**src/rtl/ja_pkg.sv**
```systemverilog
package ja_pkg;
  typedef enum logic [1:0] {
    JA_OFF  = 2'b00,
    JA_D16  = 2'b01,
    JA_D32  = 2'b10,
    JA_D128 = 2'b11
  } ja_size_e;
endpackage

```
**src/rtl/ja_path_steer.sv**
```systemverilog
module ja_path_steer (
  input  logic enabled,
  input  logic path_rx,
  input  logic tx_din,
  input  logic tx_wr,
  input  logic rx_din,
  input  logic rx_wr,
  input  logic fifo_bit,
  output logic fifo_din,
  output logic fifo_wr,
  output logic tx_dout,
  output logic rx_dout
);
  logic use_rx;
  logic use_tx;

  assign use_rx   = enabled && path_rx;
  assign use_tx   = enabled && !path_rx;
  assign fifo_din = path_rx ? rx_din : tx_din;
  assign fifo_wr  = path_rx ? rx_wr  : tx_wr;
  assign tx_dout  = use_tx ? fifo_bit : tx_din;
  assign rx_dout  = use_rx ? fifo_bit : rx_din;
endmodule

```
**src/rtl/ja_fill_track.sv**
```systemverilog
module ja_fill_track #(
  parameter int FW     = 8,
  parameter int MARGIN = 2
) (
  input  logic          clk,
  input  logic          rst_n,
  input  logic          enabled,
  input  logic          clear,
  input  logic          wr_req,
  input  logic          rd_req,
  input  logic [FW-1:0] depth,
  output logic          wr_ok,
  output logic          rd_ok,
  output logic          alarm
);
  localparam logic [FW-1:0] MG = FW'(MARGIN);

  logic [FW-1:0] fill_q, fill_d;
  logic          alarm_q, alarm_d;
  logic          near_d;

  assign wr_ok = enabled && !clear && wr_req && (fill_q < depth);
  assign rd_ok = enabled && !clear && rd_req && (fill_q != '0);
  assign alarm = alarm_q;

  always_comb begin
    fill_d  = fill_q;
    alarm_d = alarm_q;
    near_d  = 1'b0;
    if (!enabled) begin
      alarm_d = 1'b0;
    end else if (clear) begin
      fill_d  = depth >> 1;
      alarm_d = 1'b0;
    end else begin
      if (wr_ok && !rd_ok) begin
        fill_d = fill_q + 1'b1;
      end else if (rd_ok && !wr_ok) begin
        fill_d = fill_q - 1'b1;
      end
      near_d  = (fill_d <= MG) || (fill_d >= (depth - MG));
      alarm_d = alarm_q | near_d;
    end
  end

  always_ff @(posedge clk or negedge rst_n) begin
    if (!rst_n) begin
      fill_q  <= '0;
      alarm_q <= 1'b0;
    end else begin
      fill_q  <= fill_d;
      alarm_q <= alarm_d;
    end
  end

  // fill never exceeds the selected depth
  a_r9_fill_bounded: assert property (@(posedge clk) disable iff (!rst_n)
    (enabled && !clear) |-> (fill_q <= depth));

  // alarm latched until a clear
  a_r7_alarm_holds: assert property (@(posedge clk) disable iff (!rst_n)
    (alarm_q && enabled && !clear) |=> alarm_q);

  // clear recentres and drops alarm
  a_r8_clear_centres: assert property (@(posedge clk) disable iff (!rst_n)
    (clear && enabled) |=> ((fill_q == ($past(depth) >> 1)) && !alarm_q));

  // simultaneous accepted write and read keep the level
  a_r10_level_kept: assert property (@(posedge clk) disable iff (!rst_n)
    (wr_ok && rd_ok) |=> (fill_q == $past(fill_q)));
endmodule

```
**src/rtl/ja_bit_store.sv**
```systemverilog
module ja_bit_store #(
  parameter int MAXD = 128,
  parameter int PW   = 7,
  parameter int FW   = 8
) (
  input  logic          clk,
  input  logic          rst_n,
  input  logic          clear,
  input  logic [FW-1:0] depth,
  input  logic          wr_ok,
  input  logic          din,
  input  logic          rd_en,
  input  logic          rd_ok,
  output logic          dout
);
  logic [MAXD-1:0] mem_q, mem_d;
  logic [PW-1:0]   wp_q, wp_d, rp_q, rp_d;
  logic [PW-1:0]   mask, half;
  logic            out_q, out_d;

  assign mask = PW'(depth - 1'b1);
  assign half = PW'(depth >> 1);
  assign dout = out_q;

  always_comb begin
    mem_d = mem_q;
    wp_d  = wp_q;
    rp_d  = rp_q;
    out_d = out_q;
    if (clear) begin
      mem_d = '0;
      rp_d  = '0;
      wp_d  = half;
    end else begin
      if (wr_ok) begin
        mem_d[wp_q] = din;
        wp_d        = (wp_q + 1'b1) & mask;
      end
      if (rd_en) begin
        out_d = rd_ok ? mem_q[rp_q] : 1'b0;
      end
      if (rd_ok) begin
        rp_d = (rp_q + 1'b1) & mask;
      end
    end
  end

  always_ff @(posedge clk or negedge rst_n) begin
    if (!rst_n) begin
      mem_q <= '0;
      wp_q  <= '0;
      rp_q  <= '0;
      out_q <= 1'b0;
    end else begin
      mem_q <= mem_d;
      wp_q  <= wp_d;
      rp_q  <= rp_d;
      out_q <= out_d;
    end
  end
endmodule

```
**src/rtl/ja_elastic_fifo.sv**
```systemverilog
module ja_elastic_fifo
  import ja_pkg::*;
#(
  parameter int DEPTH_S = 16,
  parameter int DEPTH_M = 32,
  parameter int DEPTH_L = 128,
  parameter int MARGIN  = 2
) (
  input  logic       clk,
  input  logic       rst_n,
  input  logic [1:0] size_sel,
  input  logic       path_rx,
  input  logic       tx_din,
  input  logic       tx_wr,
  input  logic       rx_din,
  input  logic       rx_wr,
  input  logic       rd_stb,
  input  logic       status_rd,
  output logic       tx_dout,
  output logic       rx_dout,
  output logic       limit_alarm
);
  localparam int PW = $clog2(DEPTH_L);
  localparam int FW = $clog2(DEPTH_L + 1);

  logic [1:0]    rsync_q;
  logic          srst_n;
  logic [2:0]    cfg_q;
  logic          cfg_chg;
  logic          enabled;
  logic          recentre;
  logic [FW-1:0] depth;
  ja_size_e      size_e;
  logic          fifo_din, fifo_wr, fifo_bit;
  logic          wr_ok, rd_ok, rd_en, alarm;

  always_ff @(posedge clk or negedge rst_n) begin
    if (!rst_n) rsync_q <= 2'b00;
    else        rsync_q <= {rsync_q[0], 1'b1};
  end
  assign srst_n = rsync_q[1];

  always_ff @(posedge clk or negedge srst_n) begin
    if (!srst_n) cfg_q <= '0;
    else         cfg_q <= {size_sel, path_rx};
  end

  assign size_e   = ja_size_e'(size_sel);
  assign enabled  = (size_e != JA_OFF);
  assign cfg_chg  = ({size_sel, path_rx} != cfg_q);
  assign recentre = enabled && (status_rd || cfg_chg);
  assign rd_en    = enabled && !recentre && rd_stb;

  always_comb begin
    case (size_e)
      JA_D32:  depth = FW'(DEPTH_M);
      JA_D128: depth = FW'(DEPTH_L);
      default: depth = FW'(DEPTH_S);
    endcase
  end

  ja_path_steer u_steer (
    .enabled (enabled),
    .path_rx (path_rx),
    .tx_din  (tx_din),
    .tx_wr   (tx_wr),
    .rx_din  (rx_din),
    .rx_wr   (rx_wr),
    .fifo_bit(fifo_bit),
    .fifo_din(fifo_din),
    .fifo_wr (fifo_wr),
    .tx_dout (tx_dout),
    .rx_dout (rx_dout)
  );

  ja_fill_track #(.FW(FW), .MARGIN(MARGIN)) u_fill (
    .clk    (clk),
    .rst_n  (srst_n),
    .enabled(enabled),
    .clear  (recentre),
    .wr_req (fifo_wr),
    .rd_req (rd_stb),
    .depth  (depth),
    .wr_ok  (wr_ok),
    .rd_ok  (rd_ok),
    .alarm  (alarm)
  );

  ja_bit_store #(.MAXD(DEPTH_L), .PW(PW), .FW(FW)) u_store (
    .clk  (clk),
    .rst_n(srst_n),
    .clear(recentre),
    .depth(depth),
    .wr_ok(wr_ok),
    .din  (fifo_din),
    .rd_en(rd_en),
    .rd_ok(rd_ok),
    .dout (fifo_bit)
  );

  assign limit_alarm = alarm && enabled;

  // bypass keeps both paths transparent and alarm quiet
  a_r5_bypass: assert property (@(posedge clk) disable iff (!srst_n)
    (size_sel == 2'b00) |-> (!limit_alarm && (rx_dout == rx_din) && (tx_dout == tx_din)));
endmodule

```
**config.mk**
```make
export PLATFORM = sky130hd
export DESIGN_NAME = ja_elastic_fifo
export DESIGN_NICKNAME = d
export VERILOG_FILES = /design/src/rtl/ja_pkg.sv /design/src/rtl/ja_path_steer.sv /design/src/rtl/ja_fill_track.sv /design/src/rtl/ja_bit_store.sv /design/src/rtl/ja_elastic_fifo.sv
export SDC_FILE = /design/constraint.sdc
export NUM_CORES = 1
export LEC_CHECK = 0
export ABC_CLOCK_PERIOD_IN_PS = 5600
export CAP_MARGIN = 20
export CORE_MARGIN = 10
export CORE_UTILIZATION = 25
export DETAILED_ROUTE_END_ITERATION = 7
export PLACE_DENSITY = 0.4
export REMOVE_ABC_BUFFERS = 1
export SLEW_MARGIN = 20
export SYNTH_ARGS = -nofsm -noshare
export SYNTH_HDL_FRONTEND = slang
export SYNTH_SLANG_ARGS = --single-unit
```
**constraint.sdc**
```tcl
create_clock -name clk -period 5.6 [get_ports clk]
set_input_delay 1.12 -clock clk [delete_from_list [all_inputs] [get_ports clk]]
set_output_delay 1.12 -clock clk [all_outputs]
set_load 0.02 [all_outputs]
```
### Yosys cells after proc, flatten, opt, wreduce, memory -nomap -nowiden

Cells that the tools add are included.

* flip-flop bits (word level): 157
* bits of input ports: 11
* output and inout bits: 3
* logic and storage cells: 74

* $add $sub $neg: 6
* magnitude comparators: 6
* equality and inequality tests: 3
* muxes and demuxes: 24
* bitwise logic cells: 4
* reductions and logical operators: 23

Operator list (number)
* 128-bit two-way mux: 2
* 128-bit bitwise mux: 1
* 8-bit two-way mux: 5
* 7-bit two-way mux: 4
* 7-bit by 8-bit less-than comparator with 1-bit output, second input constant: 2
* 8-bit case mux with 2 select lines: 1
* 7-bit by 1-bit adder with 7-bit output, second input constant: 2
* 7-bit AND: 2
* 1-bit logical AND: 12
* 1-bit two-way mux: 9
* 8-bit by 1-bit adder with 8-bit output, second input constant: 1
* 8-bit >= comparator: 1
* 8-bit by 2-bit less-or-equal comparator with 1-bit output, second input constant: 1
* 8-bit less-than comparator: 1
* 8-bit nonzero test: 1
* 8-bit by 1-bit subtractor with 8-bit output, second input constant: 1
* 8-bit by 2-bit subtractor with 8-bit output, second input constant: 1
* 1-bit binary-select mux with 7-bit select: 1
* 1-bit demux with 7-bit select: 1
* 7-bit by 1-bit >= comparator with 1-bit output, second input constant: 1
* 7-bit by 1-bit subtractor with 7-bit output, second input constant: 1
* 2-bit nonzero test: 3
* 2-bit equality test, second input constant: 2
* 1-bit zero test: 4
* other kinds (5): 6

### Longest topological paths before layout

Gate-level depths: netlist (run 1).

* depth in word-level cells: 18
* mapped depth: 15
* gate-level depth less buffers: 13

### Hierarchy

A second synthesis (run 1) with hierarchy kept.

* cell total of the unflattened synthesis: 1060
* area, all modules: 9411.5 um^2

By module, submodules not included
* ja_bit_store: times used 1, cells each 876, area an instance 7851.3 um^2
* ja_fill_track: times used 1, cells each 155, area an instance 1257.5 um^2
* ja_elastic_fifo: times used 1, cells each 23, area an instance 240.2 um^2
* ja_path_steer: times used 1, cells each 6, area an instance 62.6 um^2

### Worst setup path after synthesis (run 1)

No wires, ideal clock.

* kind: in2reg
* start point: in size_sel[1]
* end point: reg u_fill.alarm_q (netlist: u_fill.alarm)
* setup time: 0.132 ns
* arrival: 3.690 ns
* required time: 5.468 ns
* slack: 1.778 ns
* stages: 13
* cells stage by stage: clkbuf_1 nand2b_1 ha_1 o211ai_1 nand4b_1 clkbuf_1 o41ai_1 nand2_1 xnor2_1 ha_1 a311o_1 nand2_1 o211ai_1

* word-level cells in the longest chain between the ends: 18
* elaborated cells on any way between the ends: 29

RTL lines
* start, declared: line ja_elastic_fifo.sv:11 `input logic [1:0] size_sel,`
* parallel branches: the longest is 17 deep, another holds 8-bit less-than comparator
* 1-bit two-way mux *: line ja_fill_track.sv:30 `if (!enabled) begin`
* net u_fill.alarm_d: line ja_fill_track.sv:19 `logic alarm_q, alarm_d;`
* end signal, assigned: line ja_fill_track.sv:52 `alarm_q <= alarm_d;`
* end, declared: line ja_fill_track.sv:19

Mark *: on every way through the listed nets, which the timed path passes. The select of a mux whose other input is x is not followed.
A chain may end at the register's enable or synchronous reset.

### Final worst setup path (run 1)

* start point: in size_sel[1]
* end point: out rx_dout

* word-level cells in the longest chain between the ends: 3

RTL lines
* 2-bit nonzero test: line ja_elastic_fifo.sv:49 `assign enabled = (size_e != JA_OFF);`
* 1-bit logical AND: line ja_path_steer.sv:17 `assign use_rx = enabled && path_rx;`
* 1-bit two-way mux: line ja_path_steer.sv:22 `assign rx_dout = use_rx ? fifo_bit : rx_din;`
* end, declared: line ja_elastic_fifo.sv:20 `output logic rx_dout,`

Every way passes these cells.

==> results.yml, run 1 <==
cts:
  tritoncts: "yes"
  clk_path_buf_depth: 2
  cts-htree-levels: 4
  post_cts.repair.setup_buffers: 0
  cts.clk_slew.worst_paths_ns: 0.07
  cts_hold_buf: 0
  worst_skew_pair.late_latency_ns: 0.45
  clockRootBuffer: "sky130_fd_sc_hd__clkbuf_16"
  cts-resized-gates: 0
  total_cts_buffers: 17
  clock_sink_count: 157
critical_path:
  worstSetupPathType: "primary input to output pin"
  crit_path_required_time_ns: 4.48
  worstPathCellList: "clkdlybuf4s50_1 -> or2_2 -> nand2_1 -> mux2_2 -> clkdlybuf4s50_1"
  timing.critical_path.fanout_max: 12
  max_stage_delay_on_crit_path_ns: 0.63
  critPathSlowestCell: "sky130_fd_sc_hd__clkdlybuf4s50_1"
  setup.worst_path.start_class: "primary input"
  crit_top_cell: "sky130_fd_sc_hd__clkdlybuf4s50_1"
  setup.reg_to_reg.worst_slack_ns: 2.36
  worst_ep_arrival_time_ns: 3.24
  element_type_at_the_critical_path_end: "output pin"
place:
  dpl_worst_slack_ns: 0.951
  portBuffers: 13
  detailed_place_hpwl_um: 16600
  gp_congestion: 0.818
yosys:
  total_of_flip_flops_plus_latches_after_synthesis: 157
  yosysSeqAreaShare_pct: 45.3
  synth.largest_area_cell: "sky130_fd_sc_hd__dfrtp_1"
  async_reset_ff_share_pct: 100
  synth_enable_flop_cells: 0
  synthesis.area_um2: 8660
  yosys.area.top_type_share_pct: 45.3
  synth_cell_types: 55
  netlist_top_cells_area: "sky130_fd_sc_hd__dfrtp_1, sky130_fd_sc_hd__mux4_2, sky130_fd_sc_hd__nor2_1, sky130_fd_sc_hd__a311oi_1, sky130_fd_sc_hd__a211oi_1"
  synth_area_per_cell_um2: 10.1
  yosys_warnings: 0
  synthesis.instances: 859
  commonest_register_cell_after_synthesis: "sky130_fd_sc_hd__dfrtp_1"
sta:
  finalWorstSetupSlack_ns: 1.24
  slew_viol_final: 0
  max_slew_margin_pct: 28.8
  worst_max_slew_pin_slew_ns: 1.07
  setup_violations: 0
  timing.final.hold_violations: 0
  period_utilization_pct: 77.8
  rsz0062_at_grt: "no"
  fin_hold_ws_ns: 0.352
  final.min_clock_period_ns: 4.36
  finalClockSkew_ns: 0.0123
  achievable-frequency_mhz: 230
global_route:
  number_of_global_route_vias_before_repair: 6869
  grt_antenna_before_repair: 0
  overflow: 0
  wire_length_of_the_first_global_routing_pass_um: 43500
  grt_use_total_pct: 13.3
  pin_count_of_the_biggest_net_entering_global_routing: 129
power:
  leakagePower_nw: 3.58
  total_power_mw: 2.64
  peakVddDrop_uv: 202
  areal_power_density_over_the_cells_nw_per_um2: 265
status:
  status: "finished, final reports clean"
final_layout:
  layout.filler_cells: 3637
  antenna_cells: 0
  final_common_cell: "sky130_fd_sc_hd__nor2_1"
  multi_input_comb_area_um2: 4460
  syn2layout_area_growth_pct: 15.0
  mostFrequentLayoutCells: "sky130_fd_sc_hd__nor2_1, sky130_fd_sc_hd__dfrtp_1, sky130_fd_sc_hd__a21oi_1"
  final_util_pct: 29.0
  seq_area_um2: 3940
  post_route_cells_drive_above_1_share_pct: 14.6
  numnets_final: 863
floorplan:
  coreArea_um2: 34400
  row_count: 68
  fp.dieArea_um2: 42500
  floorplan.die.height_um: 206
  start_util_pct: 25.2
  dieWidth_um: 206
  pin_count: 14
drt:
  detail_route.drc_violations: 0
  dr_total_vias: 6879
  viasPerCell: 5.25
  wl_um: 27600
  routedWlPerCell_um: 21.0
  drtIter0Drc: 525
  final_antenna_net_count: 0
  drt_first_pass_iters: 5
worst_hold_path:
  timing.hold.worst.class: "flop to flop"
flow_run:
  maxCapViolations: 0
[kinds of logic after synthesis]
| kind of cell | synth area share (%) |
|---|---|
| AOI/OAI and AO/OA | 21.0 |
| other | 0.0433 |
| and+or+nand+nor | 14.3 |
| muxes | 12.2 |
| adders and majority gates | 1.44 |
| DFF | 45.3 |
| buffers and inverters | 3.83 |
| xor gates and xnor gates | 1.78 |
[final cells by class]
cell class / count / area share, %
Timing Repair Buffer: 40 / 3.59
Tap cell: 455 / 5.71
Multi-Input combinational cell: 618 / 44.8
Clock buffer: 17 / 4.27
Inverter: 8 / 0.301
Sequential cell: 157 / 39.5
Clock inverter: 15 / 1.83
[critical path: cells and delay by family]
| kind | cells | cell delay [ns] |
|---|---|---|
| buffers and inverters | 2 | 1.17 |
| multiplexers | 1 | 0.33 |
| AND/OR/NAND/NOR | 2 | 0.61 |
[Yosys cell counts (2+ instances only)]
cell type                   instances
sky130_fd_sc_hd__mux4_2            41
sky130_fd_sc_hd__nor4_1             3
sky130_fd_sc_hd__clkbuf_1          65
sky130_fd_sc_hd__mux2_2             5
sky130_fd_sc_hd__dfrtp_1          157
sky130_fd_sc_hd__o31ai_1            2
sky130_fd_sc_hd__or2_2              2
sky130_fd_sc_hd__a21o_1             4
sky130_fd_sc_hd__nand2b_1           6
sky130_fd_sc_hd__nor3_1            14
sky130_fd_sc_hd__a211oi_1          67
sky130_fd_sc_hd__buf_2             10
sky130_fd_sc_hd__inv_1              8
sky130_fd_sc_hd__o211ai_1           2
sky130_fd_sc_hd__or4_1              2
sky130_fd_sc_hd__nor2b_1            5
sky130_fd_sc_hd__o32ai_1            2
sky130_fd_sc_hd__a211o_1            2
sky130_fd_sc_hd__and2_1             2
sky130_fd_sc_hd__nand2_1           46
sky130_fd_sc_hd__nand4b_2           2
sky130_fd_sc_hd__a311o_1            2
sky130_fd_sc_hd__a21oi_1           80
sky130_fd_sc_hd__nor2_1           159
sky130_fd_sc_hd__a31oi_1            4
sky130_fd_sc_hd__nand3_1           11
sky130_fd_sc_hd__mux2i_1            8
sky130_fd_sc_hd__nand4_1            5
sky130_fd_sc_hd__a311oi_1          64
sky130_fd_sc_hd__buf_1              2
sky130_fd_sc_hd__xor2_1             7
sky130_fd_sc_hd__a2111oi_0          2
sky130_fd_sc_hd__ha_1              10
sky130_fd_sc_hd__o21ai_0           26
sky130_fd_sc_hd__xnor2_1            8
sky130_fd_sc_hd__nor4b_2            2
sky130_fd_sc_hd__nand4b_1           2
sky130_fd_sc_hd__nor4_2             3
[report_power, final]
group | total [mW] | switching, mW | internal, mW
combinational | 0.224 | 0.162 | 0.0615
sequential | 1.17 | 0.0297 | 1.14
clock | 1.25 | 0.575 | 0.674
[sequential cells by signal, indices dropped and copies added, names as in the netlist]
signal	count
cfg_q	3
rsync_q	2
u_fill.alarm	1
u_fill.fill_q	8
u_store.dout	1
u_store.mem_q	128
u_store.rp_q	7
u_store.wp_q	7
[layer usage]
layer | track usage (%) | wire length, µm
met1 | 19.0 | 13600
met4 | 3.39 | 326
met3 | 2.10 | 836
met2 | 20.4 | 12800
met5 | 0 | 0
[stage by stage]
step,setup TNS [ns],std cells,instance area [µm²]
after CTS,0,1310,9960
after floorplan,-122.91,783,8370
after global routing,0,1310,9960
after detailed placement,0,1278,9350
after global placement,0,1278,9350
final,0,1310,9960
[worst paths after layout]
check                                  from                 to  depth (start not counted)
min                              rsync_q[0]         rsync_q[1]                          0
min in group asynchronous        rsync_q[1]  u_store.mem_q[68]                          0
min reg2reg                      rsync_q[0]         rsync_q[1]                          0
max                             size_sel[1]            rx_dout                          5
max in group asynchronous        rsync_q[1]    u_store.rp_q[2]                          1
max reg2reg                u_fill.fill_q[1]       u_fill.alarm                         13
Note: power is estimated with default switching activity, not from simulation.
==> run 2: changes to the inputs <==
--- a/config.mk
+++ b/config.mk
@@ -5,7 +5,7 @@
 export SDC_FILE = /design/constraint.sdc
 export NUM_CORES = 1
 export LEC_CHECK = 0
-export ABC_CLOCK_PERIOD_IN_PS = 5600
+export ABC_CLOCK_PERIOD_IN_PS = 4200
 export CAP_MARGIN = 20
 export CORE_MARGIN = 10
 export CORE_UTILIZATION = 25
==> constraint.sdc (replaced) <==
create_clock -name clk -period 4.2 [get_ports clk]
set_input_delay 0.84 -clock clk [delete_from_list [all_inputs] [get_ports clk]]
set_output_delay 0.84 -clock clk [all_outputs]
set_load 0.02 [all_outputs]
==> run 2 against run 1 <==
Effect of this change:
- critical endpoint unchanged
- register-to-register slack worse by 1.5 ns
- first-iteration DRC count decreased by 18%
- power increased by 32%
- sequential power rose by 32%
- critical path depth is 1 higher
- clock-buffer cell count unchanged
==> results.yml, run 2 (synthesized netlist as in run 1, its figures left out) <==
cts:
  clk_path_buf_depth: 2
  post_cts.repair.setup_buffers: 0
  tritoncts: "yes"
  worst_skew_pair.late_latency_ns: 0.44
  cts_hold_buf: 0
  cts-resized-gates: 0
  clock_sink_count: 157
  cts-htree-levels: 4
  clockRootBuffer: "sky130_fd_sc_hd__clkbuf_16"
  cts.clk_slew.worst_paths_ns: 0.07
  total_cts_buffers: 17
final_layout:
  numnets_final: 867
  largest-register: "u_store.mem_q"
  syn2layout_area_growth_pct: 16.1
  post_route_cells_drive_above_1_share_pct: 14.9
  final_util_pct: 29.3
  finish.instance_area_um2: 10100
  final_common_cell: "sky130_fd_sc_hd__nor2_1"
  antenna_cells: 0
  layout.filler_cells: 3635
  mostFrequentLayoutCells: "sky130_fd_sc_hd__nor2_1, sky130_fd_sc_hd__dfrtp_1, sky130_fd_sc_hd__a21oi_1"
  biggestRegsByFlops: "u_store.mem_q: 128 flops, u_fill.fill_q: 8 flops"
  number_of_flip_flops_under_the_largest_register_name: 128
global_route:
  grt_antenna_before_repair: 0
  grt_use_total_pct: 13.6
  pin_count_of_the_biggest_net_entering_global_routing: 129
  wire_length_of_the_first_global_routing_pass_um: 44600
  overflow: 0
  number_of_global_route_vias_before_repair: 7007
critical_path:
  worst_ep_arrival_time_ns: 2.96
  wp_buf_inv: 3
  timing.critical_path.fanout_max: 7
  crit_top_cell: "sky130_fd_sc_hd__clkdlybuf4s50_1"
  max_stage_delay_on_crit_path_ns: 0.55
  element_type_at_the_critical_path_end: "output pin"
  worstPathCellList: "clkdlybuf4s50_1 -> buf_4 -> or2_2 -> nand2_1 -> mux2_2 -> clkdlybuf4s50_1"
  worstSetupPathType: "primary input to output pin"
  crit_path_required_time_ns: 3.36
  cell_family_with_most_cp_delay: "buffers and inverters"
  setup.worst_path.start_class: "primary input"
  critPathSlowestCell: "sky130_fd_sc_hd__clkdlybuf4s50_1"
sta:
  slew_viol_final: 0
  worst_max_slew_pin_slew_ns: 1.07
  finalClockSkew_ns: 0.0136
  setup_violations: 0
  rsz0062_at_grt: "no"
  period_utilization_pct: 90.5
  timing.final.hold_violations: 0
  max_slew_margin_pct: 28.2
  finalWorstSetupSlack_ns: 0.400
  final.min_clock_period_ns: 3.80
  achievable-frequency_mhz: 263
  fin_hold_ws_ns: 0.235
floorplan:
  fp.dieArea_um2: 42500
  start_util_pct: 25.2
  row_count: 68
  floorplan.die.height_um: 206
  coreArea_um2: 34400
  pin_count: 14
  dieWidth_um: 206
place:
  dpl-instance-area_um2: 9450
  detailed_place_hpwl_um: 16700
  portBuffers: 13
  dpl_worst_slack_ns: 0.275
  gp_congestion: 0.844
flow_run:
  maxCapViolations: 0
power:
  peakVddDrop_uv: 301
  total_power_mw: 3.49
  leakagePower_nw: 3.62
  areal_power_density_over_the_cells_nw_per_um2: 347
worst_hold_path:
  timing.hold.worst.class: "flop to asynchronous set/reset pin"
drt:
  wl_met3_um: 673
  drt_first_pass_iters: 5
  routedWlPerCell_um: 21.3
  dr_total_vias: 6867
  wl_um: 28100
  drtIter0Drc: 428
  route.top_layer_used: "met4"
  detail_route.drc_violations: 0
  viasPerCell: 5.23
  final_antenna_net_count: 0
  dr_wl_met2_um: 13100
  detail_route.wirelength.met1_um: 13800
status:
  status: "finished, final reports clean"
run 2: path summary, 6_finish.rpt:
path / from / end / slack (ns) / depth (start not counted)
max reg2reg: u_fill.fill_q[0] / u_fill.alarm / 0.87 / 13
min: rsync_q[1] / u_store.mem_q[68] / 0.24 / 0
max: size_sel[1] / rx_dout / 0.40 / 6
max in group asynchronous: rsync_q[1] / u_store.mem_q[28] / 2.99 / 2
min in group clk: rsync_q[0] / rsync_q[1] / 0.35 / 0
min reg2reg: rsync_q[1] / u_store.mem_q[68] / 0.24 / 0
run 2: report_power, final:
group	leakage (nW)	total [mW]	internal [mW]	switching, mW
clock	0.286	1.61	0.840	0.771
sequential	2.17	1.55	1.52	0.0304
combinational	1.17	0.325	0.0927	0.232
total	3.62	3.49	2.45	1.03
run 2: per-layer routing:
metal	vias to the layer above	global-route usage [%]
li1	3225	-
met1	3501	19.3
met2	114	21.1
met3	27	1.96
met4	0	3.78
met5	-	0
run 2: area by class of cell:
cell class	count	area, µm²	area share [%]
flip-flops and latches	157	3940	39.1
clock inverters	15	158	1.57
well taps	455	569	5.66
repair buffers	44	483	4.80
multi-input cells	618	4460	44.3
clock buffers	17	425	4.23
inverters	8	30.0	0.299
run 2: metrics by stage:
stage / setup TNS, ns / instances
2_1_floorplan: -353.61 / 783
3_3_place_gp: 0 / 1281
3_5_place_dp: 0 / 1281
4_1_cts: 0 / 1313
5_1_grt: 0 / 1314
6_report: 0 / 1314
